## src/rtl/dmtx_pkg.sv

```systemverilog
package dmtx_pkg;

    // Control register bit positions; software decodes this layout.
    localparam int BIT_MASTER = 7;
    localparam int BIT_NINE   = 6;
    localparam int BIT_TXEN   = 5;
    localparam int BIT_SYNC   = 4;
    localparam int BIT_FAST   = 2;
    localparam int BIT_SREMP  = 1;
    localparam int BIT_NINTH  = 0;

    typedef enum logic [2:0] {
        ST_IDLE  = 3'd0,
        ST_START = 3'd1,
        ST_DATA  = 3'd2,
        ST_STOP  = 3'd3,
        ST_SLO   = 3'd4,
        ST_SHI   = 3'd5
    } dmtx_state_t;

    typedef struct packed {
        logic master;
        logic nine;
        logic txen;
        logic sync;
        logic fast;
        logic ninth;
    } dmtx_ctl_t;

endpackage

```

## src/rtl/dmtx_ctrl_reg.sv

```systemverilog
module dmtx_ctrl_reg
    import dmtx_pkg::*;
(
    input  logic       clk,
    input  logic       rst_n,
    input  logic       wr,
    input  logic [7:0] wdata,
    input  logic       sr_empty,
    output dmtx_ctl_t  ctl,
    output logic [7:0] rdata
);

    // Bits 3 and 1 carry no writable state.
    logic unused_wbits;
    assign unused_wbits = wdata[3] ^ wdata[BIT_SREMP];

    always_ff @(posedge clk or negedge rst_n) begin
        if (!rst_n) begin
            ctl <= '0;
        end else if (wr) begin
            ctl.master <= wdata[BIT_MASTER];
            ctl.nine   <= wdata[BIT_NINE];
            ctl.txen   <= wdata[BIT_TXEN];
            ctl.sync   <= wdata[BIT_SYNC];
            ctl.fast   <= wdata[BIT_FAST];
            ctl.ninth  <= wdata[BIT_NINTH];
        end
    end

    always_comb begin
        rdata             = '0;
        rdata[BIT_MASTER] = ctl.master;
        rdata[BIT_NINE]   = ctl.nine;
        rdata[BIT_TXEN]   = ctl.txen;
        rdata[BIT_SYNC]   = ctl.sync;
        rdata[BIT_FAST]   = ctl.fast;
        rdata[BIT_SREMP]  = sr_empty;
        rdata[BIT_NINTH]  = ctl.ninth;
    end

endmodule

```

## src/rtl/dmtx_clk_sync.sv

```systemverilog
module dmtx_clk_sync #(
    parameter int STAGES = 2
) (
    input  logic clk,
    input  logic rst_n,
    input  logic ext_clk,
    output logic rise,
    output logic fall
);

    localparam int DEPTH = STAGES + 1;

    logic [DEPTH-1:0] pipe;

    always_ff @(posedge clk or negedge rst_n) begin
        if (!rst_n) begin
            pipe <= '0;
        end else begin
            pipe <= {pipe[DEPTH-2:0], ext_clk};
        end
    end

    // Edge seen between the last synchronised stage and the history stage.
    assign rise =  pipe[STAGES-1] & ~pipe[STAGES];
    assign fall = ~pipe[STAGES-1] &  pipe[STAGES];

endmodule

```

## src/rtl/dmtx_bit_timer.sv

```systemverilog
module dmtx_bit_timer #(
    parameter int SLOW_TICKS = 64,
    parameter int FAST_TICKS = 16
) (
    input  logic clk,
    input  logic rst_n,
    input  logic run,
    input  logic tick,
    input  logic fast,
    output logic done
);

    localparam int CW = (SLOW_TICKS > 1) ? $clog2(SLOW_TICKS) : 1;

    logic [CW-1:0] cnt;
    logic [CW-1:0] lim;

    assign lim  = fast ? CW'(FAST_TICKS - 1) : CW'(SLOW_TICKS - 1);
    assign done = run & tick & (cnt == lim);

    always_ff @(posedge clk or negedge rst_n) begin
        if (!rst_n) begin
            cnt <= '0;
        end else if (!run || done) begin
            cnt <= '0;
        end else if (tick) begin
            cnt <= cnt + 1'b1;
        end
    end

endmodule

```

## src/rtl/dmtx_serial_tx.sv

```systemverilog
module dmtx_serial_tx
    import dmtx_pkg::*;
#(
    parameter int DATA_W      = 8,
    parameter int SLOW_TICKS  = 64,
    parameter int FAST_TICKS  = 16,
    parameter int SYNC_STAGES = 2
) (
    input  logic              clk,
    input  logic              rst_n,
    input  logic              ctl_wr,
    input  logic [7:0]        ctl_wdata,
    output logic [7:0]        ctl_rdata,
    input  logic              buf_wr,
    input  logic [DATA_W-1:0] buf_wdata,
    input  logic              baud_tick,
    input  logic              ext_clk,
    input  logic              rx_single,
    input  logic              rx_cont,
    input  logic              port_en,
    output logic              tx_dat,
    output logic              dat_oe,
    output logic              sclk_out,
    output logic              sclk_oe,
    output logic              buf_empty,
    output logic              sr_empty
);

    localparam int FRAME_W = DATA_W + 1;
    localparam int IDX_W   = $clog2(FRAME_W + 1);

    dmtx_ctl_t   ctl;
    dmtx_state_t state_q, state_d;
    logic [FRAME_W-1:0] sh_q, sh_d;
    logic [IDX_W-1:0]   idx_q, idx_d, last_q, last_d;
    logic               buf_full_q;
    logic [DATA_W-1:0]  buf_q;
    logic               go, load, bit_done, timer_run;
    logic               ext_rise, ext_fall, adv_lo, adv_hi;

    dmtx_ctrl_reg u_ctrl (
        .clk      (clk),
        .rst_n    (rst_n),
        .wr       (ctl_wr),
        .wdata    (ctl_wdata),
        .sr_empty (sr_empty),
        .ctl      (ctl),
        .rdata    (ctl_rdata)
    );

    dmtx_clk_sync #(.STAGES(SYNC_STAGES)) u_sync (
        .clk     (clk),
        .rst_n   (rst_n),
        .ext_clk (ext_clk),
        .rise    (ext_rise),
        .fall    (ext_fall)
    );

    dmtx_bit_timer #(.SLOW_TICKS(SLOW_TICKS), .FAST_TICKS(FAST_TICKS)) u_timer (
        .clk   (clk),
        .rst_n (rst_n),
        .run   (timer_run),
        .tick  (baud_tick),
        .fast  (ctl.fast),
        .done  (bit_done)
    );

    // Receive requests override transmit only in synchronous mode.
    assign go        = ctl.txen & ~(ctl.sync & (rx_single | rx_cont));
    assign load      = (state_q == ST_IDLE) & buf_full_q & go;
    assign timer_run = (state_q == ST_START) | (state_q == ST_DATA) | (state_q == ST_STOP);
    assign adv_lo    = ctl.master ? baud_tick : ext_rise;
    assign adv_hi    = ctl.master ? baud_tick : ext_fall;

    // Next-state and datapath decisions.
    always_comb begin
        state_d = state_q;
        sh_d    = sh_q;
        idx_d   = idx_q;
        last_d  = last_q;
        if (state_q != ST_IDLE && !go) begin
            state_d = ST_IDLE;
        end else begin
            unique case (state_q)
                ST_IDLE: begin
                    if (load) begin
                        sh_d    = {ctl.ninth, buf_q};
                        idx_d   = '0;
                        last_d  = ctl.nine ? IDX_W'(DATA_W) : IDX_W'(DATA_W - 1);
                        state_d = ctl.sync ? ST_SLO : ST_START;
                    end
                end
                ST_START: begin
                    if (bit_done) state_d = ST_DATA;
                end
                ST_DATA: begin
                    if (bit_done) begin
                        if (idx_q == last_q) begin
                            state_d = ST_STOP;
                        end else begin
                            sh_d  = sh_q >> 1;
                            idx_d = idx_q + 1'b1;
                        end
                    end
                end
                ST_STOP: begin
                    if (bit_done) state_d = ST_IDLE;
                end
                ST_SLO: begin
                    if (adv_lo) state_d = ST_SHI;
                end
                ST_SHI: begin
                    if (adv_hi) begin
                        if (idx_q == last_q) begin
                            state_d = ST_IDLE;
                        end else begin
                            sh_d    = sh_q >> 1;
                            idx_d   = idx_q + 1'b1;
                            state_d = ST_SLO;
                        end
                    end
                end
                default: state_d = ST_IDLE;
            endcase
        end
    end

    // State register.
    always_ff @(posedge clk or negedge rst_n) begin
        if (!rst_n) begin
            state_q <= ST_IDLE;
            sh_q    <= '0;
            idx_q   <= '0;
            last_q  <= '0;
        end else begin
            state_q <= state_d;
            sh_q    <= sh_d;
            idx_q   <= idx_d;
            last_q  <= last_d;
        end
    end

    // Holding buffer: a same-cycle write refills it after a load.
    always_ff @(posedge clk or negedge rst_n) begin
        if (!rst_n) begin
            buf_full_q <= 1'b0;
            buf_q      <= '0;
        end else begin
            if (buf_wr) begin
                buf_full_q <= 1'b1;
                buf_q      <= buf_wdata;
            end else if (load) begin
                buf_full_q <= 1'b0;
            end
        end
    end

    // Outputs decoded from state.
    always_comb begin
        tx_dat    = 1'b1;
        sclk_out  = 1'b0;
        unique case (state_q)
            ST_IDLE:  tx_dat = 1'b1;
            ST_START: tx_dat = 1'b0;
            ST_DATA:  tx_dat = sh_q[0];
            ST_STOP:  tx_dat = 1'b1;
            ST_SLO:   tx_dat = sh_q[0];
            ST_SHI: begin
                tx_dat   = sh_q[0];
                sclk_out = ctl.master;
            end
            default:  tx_dat = 1'b1;
        endcase
        sr_empty  = (state_q == ST_IDLE);
        buf_empty = ~buf_full_q;
        dat_oe    = port_en;
        sclk_oe   = port_en & ctl.sync & ctl.master;
    end

endmodule

```

## config.mk

```make
export PLATFORM = sky130hd
export DESIGN_NAME = dmtx_serial_tx
export DESIGN_NICKNAME = d
export VERILOG_FILES = /design/src/rtl/dmtx_pkg.sv /design/src/rtl/dmtx_ctrl_reg.sv /design/src/rtl/dmtx_clk_sync.sv /design/src/rtl/dmtx_bit_timer.sv /design/src/rtl/dmtx_serial_tx.sv
export SDC_FILE = /design/constraint.sdc
export NUM_CORES = 1
export LEC_CHECK = 0
export BUFFER_PORTS_ARGS = -buffer_cell sky130_fd_sc_hd__buf_2
export CORE_MARGIN = 2
export CORE_UTILIZATION = 25
export DETAILED_ROUTE_END_ITERATION = 12
export MAX_ROUTING_LAYER = met4
export PLACE_DENSITY_LB_ADDON = 0.3
export SYNTH_ARGS = -nofsm -noshare
export SYNTH_HDL_FRONTEND = slang
export SYNTH_HIERARCHICAL = 1
export SYNTH_SLANG_ARGS = --single-unit
```

## constraint.sdc

```tcl
create_clock -name clk -period 3.5 [get_ports clk]
set_input_delay 0.35 -clock clk [delete_from_list [all_inputs] [get_ports clk]]
set_output_delay 0.35 -clock clk [all_outputs]
set_load 0.01 [all_outputs]
```

==> results of run 1 <==
-- worst max-delay path by stage --
stage	slack (ns)	startpoint	endpoint
after floorplan	1.27	u_timer/cnt[4]	idx_q[0]
after global placement	0.77	u_timer/cnt[4]	idx_q[0]
after detailed placement	0.77	u_timer/cnt[4]	idx_q[0]
after CTS	0.75	u_timer/cnt[4]	idx_q[0]
after global routing	0.53	u_timer/cnt[4]	idx_q[0]
final	0.76	u_timer/cnt[4]	idx_q[0]
-- sequential cells by signal, indices dropped and copies added, names as in the netlist --
name         cells
buf_full_q       1
buf_q            8
idx_q            4
last_q           2
sh_q             9
state_q          3
u_ctrl/ctl       6
u_sync/pipe      3
u_timer/cnt      6
-- cell usage after synthesis (3+ instances only) --
| cell type | instances | area share |
|---|---|---|
| inv_1 | 4 | 0.0068 |
| dfrtp_1 | 42 | 0.47 |
| nand2_1 | 10 | 0.017 |
| mux2i_1 | 3 | 0.014 |
| mux2_2 | 10 | 0.051 |
| buf_2 | 4 | 0.0090 |
| buf_6 | 3 | 0.015 |
| nand4_1 | 3 | 0.0085 |
| o31ai_1 | 3 | 0.010 |
| xnor2_1 | 3 | 0.012 |
| mux2_4 | 7 | 0.047 |
| and2_1 | 3 | 0.0085 |
| nor2_1 | 8 | 0.014 |
| xor2_1 | 4 | 0.016 |
| o21ai_0 | 6 | 0.014 |
| nand3b_1 | 3 | 0.010 |
| nor3_1 | 4 | 0.0090 |
| nand3_1 | 3 | 0.0068 |
| a2bb2oi_1 | 7 | 0.028 |
| a21oi_1 | 6 | 0.014 |
| buf_4 | 9 | 0.030 |
| o22ai_1 | 8 | 0.023 |
-- cells in the final DEF, fill, tap and decap left out, drive strengths merged, types with 6 or more instances in the layout --
master and instances:
a21oi 7, a2bb2oi 7, buf 36, clkbuf 6, dfrtp 42, mux2 17
nand2 11, nor2 9, o21ai 10, o22ai 8
-- metrics by stage --
stage | hold WS [ns] | total power (W) | utilization | cell area, sq um | setup slack, ns
2_1_floorplan | 0.05441 | 0.001090 | - | 2220 | 1.270
3_3_place_gp | 0.3438 | 0.001189 | 0.2775 | 2409 | 0.7709
3_5_place_dp | 0.3381 | 0.001196 | 0.2775 | 2409 | 0.7665
4_1_cts | 0.1482 | 0.001529 | 0.2885 | 2504 | 0.7543
5_1_grt | 0.1426 | 0.001619 | 0.2885 | 2504 | 0.5340
6_report | 0.1517 | 0.001511 | 0.2885 | 2504 | 0.7628
-- critical path, stage by stage (launching register included) --
cell and delay [ns]:
dfrtp_1 0.42, or3b_1 0.40, a21oi_2 0.26, and2_1 0.27, mux2i_1 0.10, o31ai_1 0.24
and3_1 0.50, o21ai_2 0.15, mux2_2 0.28
-- power groups by stage --
stage / registers (W) / logic (W) / clock network [W]
final: 0.000698 / 0.000484 / 0.000329
after global routing: 0.000716 / 0.000542 / 0.000361
after CTS: 0.000698 / 0.000491 / 0.000341
after detailed placement: 0.000707 / 0.000489 / 0
after global placement: 0.000706 / 0.000483 / 0
after floorplan: 0.000652 / 0.000438 / 0
-- cell type report --
class	instances	area share
inverter	4	0.005997
timing repair buffer	36	0.07296
clock inverter	2	0.004998
clock buffer	6	0.03298
sequential	42	0.4198
multi-input combinational	133	0.4093
tap	108	0.05397
-- kinds of logic (layout without fill, tap and decap cells) --
logic type,count (synthesis),in the layout,share of synthesized area
AOI/OAI and AO/OA,53,53,0.1742
and+or+nand+nor,50,50,0.1353
DFF,42,42,0.4735
buffers and inverters,22,48,0.06482
muxes,20,20,0.1116
xor gates and xnor gates,7,7,0.02762
adders and majority gates,2,2,0.01127
other,1,1,0.001689
-- layer usage --
metal / track usage / share of wire / routed length [microns] / up-vias
li1: - / - / - / 768
met1: 0.1290 / 0.51 / 2206 / 761
met2: 0.1412 / 0.44 / 1902 / 33
met3: 0.01933 / 0.035 / 150 / 7
met4: 0.03793 / 0.018 / 80 / 0
met5: - / 0 / 0 / -
==> results.ini, run 1 <==
[outcome]
status = completed

[floorplanning]
die_w_microns = 98.23
fp.dieH_microns = 98.23
initial_core_util = 0.2558
io_pins = 39
placementRows = 34
die_area_sq_um = 9648
core_sq_um = 8678

[pwr]
p_seq_frac = 0.462
switching_power_w = 0.0005262
clkPwrFrac = 0.217
p_int_w = 0.0009846
vdd_drop_max_mv = 0.2666
switching_share = 0.3483
leakage_nw = 1.091
power_density_nw_per_um2 = 603.4
combPwrFrac = 0.320

[worst_hold_path]
min_from = ext_clk
whs_path_depth = 1
min_path_type = primary input to register
hold-path-endpoint = u_sync/pipe[0]

[setup_path]
reg2reg_depth = 8
reg2reg_to = idx_q[0]
end_kind = register
worstPathMaxFanout = 12
worst_setup_path_start_kind = register
r2r_slack_ns = 0.76
arrival_ns = 2.92
critPathKind = register to register
crit-reg2reg-launch = u_timer/cnt[4]
critPathRequiredTime_ns = 3.68

[drt]
finalWirelength_microns = 4339
drc = 0
avgRoutedWirePerCell_microns = 13.11
vias = 1569
firstDrtPassIters = 4
drt_iter0_drc = 68
routed_via_density = 4.740
drt.antenna.violating_nets = 0

[cts]
cts_max_level = 2
ctsRootBufferMaster = clkbuf_8
clkLatencyLatePin_ns = 0.30
cts_tree = built
clock_path_buffers = 2
clk_pin_slew_worst_paths_ns = 0.09
cts_buffers = 5
postCtsHoldBufs = 0
cts.repair.resized = 0
post_cts.repair.setup_buffers = 0
clock_sinks = 42

[timing]
final.setup.tns_ns = 0
finalHoldViolCount = 0
maxSlewHeadroom = 0.3603
clock_skew_ns = 0.01192
tightest_slew_ns = 0.9595
rsz0062_at_grt = no
fmax_ghz = 0.3653
fin_crit_ns = 2.737
slew_violations = 0
fin_crit_sh = 0.7820
setup_viol = 0

[synthesis]
synth-seq-cells = 42
yosysUniqueCellTypes = 58
ys.flop_type = dfrtp_1
synth_seq_area_share = 0.4735
syn_area_per_cell_sq_um = 11.27
synthCells = 197
ys_warn_count = 6
synth_edf_count = 0
synthesis.nets = 224
syn_area_sq_um = 2220
async_reset_ff_frac = 1.000

[global_routing]
grt_usage = 0.09562
antenna_found_initial = 0
grt_pass1_wl_microns = 7245
overflow = 0
grt_pass1_vias = 1519
grt_max_degree = 43

[job]
cap_violations = 0

[placed_design]
dpl.hpwl_microns = 3077
gp_congestion = 0.6888
io_buffers = 35
dp_cells = 323

[final_layout]
antenna_cells = 0
drive_gt1_frac = 0.3274
area_growth_pct = 12.80
multi_input_area_sq_um = 1025
ff_latch_area_sq_um = 1051
fillers = 952
final_cells = 331
nets = 249

Power figures use the tool's default switching activity.
==> inputs of run 2 (changes only) <==
==> constraint.sdc (replaced) <==
create_clock -name clk -period 2.8 [get_ports clk]
set_input_delay 0.28 -clock clk [delete_from_list [all_inputs] [get_ports clk]]
set_output_delay 0.28 -clock clk [all_outputs]
set_load 0.01 [all_outputs]
==> run 2 against run 1 <==
Compared with the run above: die area is the same; sequential cell count did not move; clock skew down 0.0061 ns; routed wire length grew 3.5%; count of clock-buffer cells in the layout down 1.
==> results.ini, run 2 (synthesized netlist as in run 1, its figures left out) <==
[setup_path]
worst_setup_path_start_kind = register
critPathRequiredTime_ns = 3.02  ; -0.66 ns
end_kind = register
arrival_ns = 2.79  ; -0.13 ns
crit-reg2reg-launch = u_timer/cnt[4]
crit_end = sh_q[6]
cpMaxStageDelayCell = dfrtp_1
reg2reg_to = sh_q[6]
r2r_slack_ns = 0.23  ; -0.53 ns
cp_cell_sequence = or3b_1, a21oi_2, and2_1, mux2i_1, o31ai_1, nand3_1, nor2_2, a2bb2oi_1
worst-path-stages = 8  ; unchanged
crit_start = u_timer/cnt[4]
critPathKind = register to register
crit_buf_inv = 0  ; unchanged
crit_family = simple AND/OR/NAND/NOR gates
reg2reg_depth = 8  ; unchanged
slowest_delay_ns = 0.42  ; -0.08 ns
worstPathMaxFanout = 7  ; -5

[final_layout]
nets = 254  ; +2.0%
drive_gt1_frac = 0.3421  ; +0.01475
layout_commonest_cell = dfrtp_1
fillers = 932  ; -2.1%
layout_common_cells = dfrtp_1, buf_2, nand2_1, mux2_2
antenna_cells = 0  ; unchanged
area_growth_pct = 14.26
largest_register = sh_q
reg.largest.list = sh_q x9, buf_q x8
largest_reg_flops = 9  ; unchanged

[drt]
vias = 1618  ; +3.1%
finalWirelength_microns = 4492  ; +3.5%
avgRoutedWirePerCell_microns = 13.37  ; +2.0%
drt.antenna.violating_nets = 0  ; unchanged
routed_via_density = 4.815  ; +1.6%
firstDrtPassIters = 4  ; unchanged
drt_iter0_drc = 42  ; -38%
drc = 0  ; unchanged

[floorplanning]
die_area_sq_um = 9648  ; unchanged
core_sq_um = 8678  ; unchanged
fp.dieH_microns = 98.23  ; unchanged
io_pins = 39  ; unchanged
die_w_microns = 98.23  ; unchanged
placementRows = 34  ; unchanged
initial_core_util = 0.2558  ; unchanged

[timing]
clock_skew_ns = 0.005839  ; -0.006084 ns
final.setup.tns_ns = 0  ; unchanged
fin_crit_sh = 0.9186  ; +0.1366
fmax_ghz = 0.3888  ; +6.4%
finalHoldViolCount = 0  ; unchanged
slew_violations = 0  ; unchanged
rsz0062_at_grt = no
tightest_slew_ns = 0.9259  ; -0.03355 ns
setup_viol = 0  ; unchanged
fin_crit_ns = 2.572  ; -0.1651 ns
maxSlewHeadroom = 0.3827  ; +0.02237

[pwr]
vdd_drop_max_mv = 0.3242  ; +22%
power_density_nw_per_um2 = 751.6  ; +25%
total_power_w = 0.001906  ; +26%
leakage_nw = 1.115  ; +2.1%

[placed_design]
gp_congestion = 0.7341  ; +6.6%
io_buffers = 35  ; unchanged
dpl.hpwl_microns = 3237  ; +5.2%

[worst_hold_path]
whs_path_depth = 1  ; unchanged
min_path_type = primary input to register

[cts]
post_cts.repair.setup_buffers = 0  ; unchanged
postCtsHoldBufs = 0  ; unchanged
ctsRootBufferMaster = clkbuf_8
clock_path_buffers = 2  ; unchanged
clock_sinks = 42  ; unchanged
clk_pin_slew_worst_paths_ns = 0.08  ; about the same
cts_max_level = 2  ; unchanged
cts.repair.resized = 0  ; unchanged
cts_buffers = 5  ; unchanged
cts_tree = built
clkLatencyLatePin_ns = 0.29  ; about the same

[global_routing]
antenna_found_initial = 0  ; unchanged
overflow = 0  ; unchanged
grt_max_degree = 43  ; unchanged
grt_pass1_vias = 1595  ; +5.0%
grt_pass1_wl_microns = 7886  ; +8.8%
grt_usage = 0.1030  ; +0.007408

[outcome]
status = completed

[job]
cap_violations = 0  ; unchanged

-- run 2: cell count changes in the layout (fill, tap and decap cells not counted) --
cell,delta
clkbuf_8,-1
buf_4,+5
clkinv_4,+1
-- run 2: how the worst min path moves through the flow --
stage / slack, ns / startpoint / endpoint
after floorplan: -0.02 / rst_n / buf_full_q
after global placement: 0.34 / u_sync/pipe[0] / u_sync/pipe[1]
after detailed placement: 0.34 / u_sync/pipe[0] / u_sync/pipe[1]
after CTS: 0.08 / ext_clk / u_sync/pipe[0]
after global routing: 0.08 / ext_clk / u_sync/pipe[0]
final: 0.09 / ext_clk / u_sync/pipe[0]
-- run 2: report_power, final --
group	internal, W	switching [W]	leakage [nW]
registers	0.000731	0.0000920	0.512
logic	0.000327	0.000367	0.559
clock network	0.000175	0.000213	0.0441
-- run 2: worst reg2reg max path, cell delays in order, from the launching register on --
cell and delay, ns:
dfrtp_1 0.42, or3b_1 0.40, a21oi_2 0.27, and2_1 0.28, mux2i_1 0.10, o31ai_1 0.25
nand3_1 0.23, nor2_2 0.36, a2bb2oi_1 0.19
-- run 2: routing by layer --
metal / up-vias / global-route usage / wire, microns
met3: 4 / 0.02505 / 221
met2: 45 / 0.1391 / 2008
met5: - / - / 0
met1: 796 / 0.1493 / 2204
met4: 0 / 0.03688 / 57
li1: 773 / - / -
-- run 2: final cells by class --
cell class | instances | area, sq um | share of cell area
clock buffer | 5 | 68.82 | 0.02713
clock inverter | 3 | 21.27 | 0.008387
inverter | 4 | 15.01 | 0.005920
multi-input combinational | 133 | 1025 | 0.4040
sequential | 42 | 1051 | 0.4144
tap | 108 | 135.1 | 0.05328
timing repair buffer | 41 | 220.2 | 0.08683
-- run 2: metrics by stage --
| stage | utilization | cells | setup slack [ns] | area, sq um | hold WS [ns] |
|---|---|---|---|---|---|
| 2_1_floorplan | - | 197 | 0.5696 | 2220 | -0.01559 |
| 3_3_place_gp | 0.2819 | 328 | 0.3035 | 2446 | 0.3402 |
| 3_5_place_dp | 0.2819 | 328 | 0.2645 | 2446 | 0.3435 |
| 4_1_cts | 0.2922 | 336 | 0.2387 | 2536 | 0.07609 |
| 5_1_grt | 0.2922 | 336 | 0.0004943 | 2536 | 0.07600 |
| 6_report | 0.2922 | 336 | 0.2279 | 2536 | 0.09059 |
==> inputs of run 3 (changes only) <==
--- a/config.mk
+++ b/config.mk
@@ -5,12 +5,13 @@
 export SDC_FILE = /design/constraint.sdc
 export NUM_CORES = 1
 export LEC_CHECK = 0
+export ABC_CLOCK_PERIOD_IN_PS = 2800
 export BUFFER_PORTS_ARGS = -buffer_cell sky130_fd_sc_hd__buf_2
 export CORE_MARGIN = 2
 export CORE_UTILIZATION = 25
 export DETAILED_ROUTE_END_ITERATION = 12
 export MAX_ROUTING_LAYER = met4
-export PLACE_DENSITY_LB_ADDON = 0.3
+export PLACE_DENSITY = 0.41
 export SYNTH_ARGS = -nofsm -noshare
 export SYNTH_HDL_FRONTEND = slang
 export SYNTH_HIERARCHICAL = 1
==> run 3 against run 2 <==
Compared with the run above: sequential cell count stayed put; largest power group unchanged; worst hold slack improved by 0.0047 ns; die area is the same; non-clock buffer count increased by 1; design area is 1.2% higher.
==> results.ini, run 3 (synthesized netlist as in run 1, its figures left out) <==
[drt]
drt.antenna.violating_nets = 0  ; unchanged
finalWirelength_microns = 4417  ; -1.7%
routed_via_density = 4.664  ; -3.2%
vias = 1567  ; -3.2%
firstDrtPassIters = 4  ; unchanged
avgRoutedWirePerCell_microns = 13.15  ; -1.7%
drc = 0  ; unchanged
drt_iter0_drc = 89  ; +110%

[pwr]
total_power_w = 0.001988  ; +4.3%
power_density_nw_per_um2 = 774.5  ; +3.1%
vdd_drop_max_mv = 0.2478  ; -24%
leakage_nw = 1.133  ; +1.7%

[setup_path]
worstPathMaxFanout = 7  ; unchanged
critPathRequiredTime_ns = 3.01  ; about the same
end_kind = register
cp_cell_sequence = or3b_1, a21oi_2, and2_1, mux2i_1, o31ai_1, nand3_1, nor2_2, a2bb2oi_1
worst_setup_path_start_kind = register
critPathKind = register to register
arrival_ns = 2.52  ; -0.27 ns
crit_family = simple AND/OR/NAND/NOR gates
cpMaxStageDelayCell = dfrtp_1
crit_buf_inv = 0  ; unchanged
r2r_slack_ns = 0.50  ; +0.27 ns
slowest_delay_ns = 0.42  ; about the same

[final_layout]
antenna_cells = 0  ; unchanged
nets = 255  ; +0.39%
fin_util = 0.2957  ; +0.003461
final_cells = 336  ; unchanged
largest_reg_flops = 9  ; unchanged
drive_gt1_frac = 0.3421  ; unchanged
layout_common_cells = dfrtp_1, buf_2, nand2_1, mux2_2
layout_commonest_cell = dfrtp_1
reg.largest.list = sh_q x9, buf_q x8
largest_register = sh_q
area_growth_pct = 15.61

[timing]
tightest_slew_ns = 0.9337  ; +0.007744 ns
slew_violations = 0  ; unchanged
fin_crit_ns = 2.305  ; -0.2676 ns
final.setup.tns_ns = 0  ; unchanged
rsz0062_at_grt = no
finalHoldViolCount = 0  ; unchanged
fin_crit_sh = 0.8230  ; -0.09556
fmax_ghz = 0.4339  ; +12%
clock_skew_ns = 0.005223  ; -0.0006157 ns
setup_viol = 0  ; unchanged
maxSlewHeadroom = 0.3775  ; -0.005163

[cts]
cts_max_level = 2  ; unchanged
clock_sinks = 42  ; unchanged
clkLatencyLatePin_ns = 0.29  ; about the same
ctsRootBufferMaster = clkbuf_8
postCtsHoldBufs = 0  ; unchanged
cts_tree = built
clk_pin_slew_worst_paths_ns = 0.08  ; about the same
cts_buffers = 5  ; unchanged
cts.repair.resized = 0  ; unchanged
clock_path_buffers = 2  ; unchanged
post_cts.repair.setup_buffers = 0  ; unchanged

[global_routing]
grt_pass1_vias = 1539  ; -3.5%
grt_usage = 0.1024  ; -0.0006495
grt_max_degree = 43  ; unchanged
overflow = 0  ; unchanged
antenna_found_initial = 0  ; unchanged
grt_pass1_wl_microns = 7769  ; -1.5%

[worst_hold_path]
min_path_type = primary input to register

[placed_design]
io_buffers = 35  ; unchanged
dpl.hpwl_microns = 3098  ; -4.3%
dp_cells = 329  ; +0.30%
gp_congestion = 0.6837  ; -6.9%

[floorplanning]
die_w_microns = 98.23  ; unchanged
core_sq_um = 8678  ; unchanged
io_pins = 39  ; unchanged
initial_core_util = 0.2558  ; unchanged
placementRows = 34  ; unchanged
fp.dieH_microns = 98.23  ; unchanged
die_area_sq_um = 9648  ; unchanged

[outcome]
status = completed

[job]
cap_violations = 0  ; unchanged

-- run 3: cell count changes in the layout (fill, tap and decap cells not counted), sizes merged --
cell | previous run | this run
bufinv | 0 | 1
buf | 41 | 42
clkinvlp | 1 | 0
clkinv | 2 | 0
clkbuf | 5 | 6
-- run 3: final timing paths --
check | depth (start not counted) | to | startpoint
worst max register to register | 8 | sh_q[1] | u_timer/cnt[4]
worst max-delay path | 8 | sh_q[1] | u_timer/cnt[4]
worst min register to register | 0 | u_sync/pipe[1] | u_sync/pipe[0]
max in group asynchronous | 1 | state_q[2] | rst_n
worst min-delay path | 1 | u_sync/pipe[0] | ext_clk
min in group asynchronous | 1 | buf_q[2] | rst_n
-- run 3: final cells by class --
type / count / area [sq um]
Multi-Input combinational cell: 133 / 1025
Inverter: 4 / 15.01
Fill cell: 923 / 6112
Clock buffer: 6 / 82.58
Clock inverter: 1 / 30.03
Timing Repair Buffer: 42 / 227.7
Sequential cell: 42 / 1051
Tap cell: 108 / 135.1
-- run 3: through the flow --
step	hold slack, ns	instance area (sq um)	setup WS, ns
6_report	0.09526	2566	0.4955
5_1_grt	0.08193	2566	0.2927
4_1_cts	0.08555	2566	0.4431
3_5_place_dp	0.3347	2454	0.4609
3_3_place_gp	0.3346	2454	0.4861
2_1_floorplan	-0.01559	2220	0.5696
-- run 3: where the power goes --
group	internal, W	leakage [nW]	total (W)	switching (W)
Clock	0.000285	0.0573	0.000487	0.000201
Sequential	0.000732	0.512	0.000823	0.0000914
Combinational	0.000322	0.565	0.000678	0.000356
-- run 3: metal layers --
| layer | global-route usage | up-vias | wire length (microns) |
|---|---|---|---|
| met4 | 0.04110 | 0 | 66 |
| met2 | 0.1444 | 25 | 2036 |
| met5 | - | - | 0 |
| met1 | 0.1447 | 755 | 2201 |
| met3 | 0.01933 | 7 | 112 |
| li1 | - | 780 | - |
-- run 3: worst reg2reg max path, stage by stage, from the launching register on --
cell       delay, ns
dfrtp_1         0.42
or3b_1          0.41
a21oi_2         0.19
and2_1          0.17
mux2i_1         0.08
o31ai_1         0.23
nand3_1         0.20
nor2_2          0.34
a2bb2oi_1       0.19
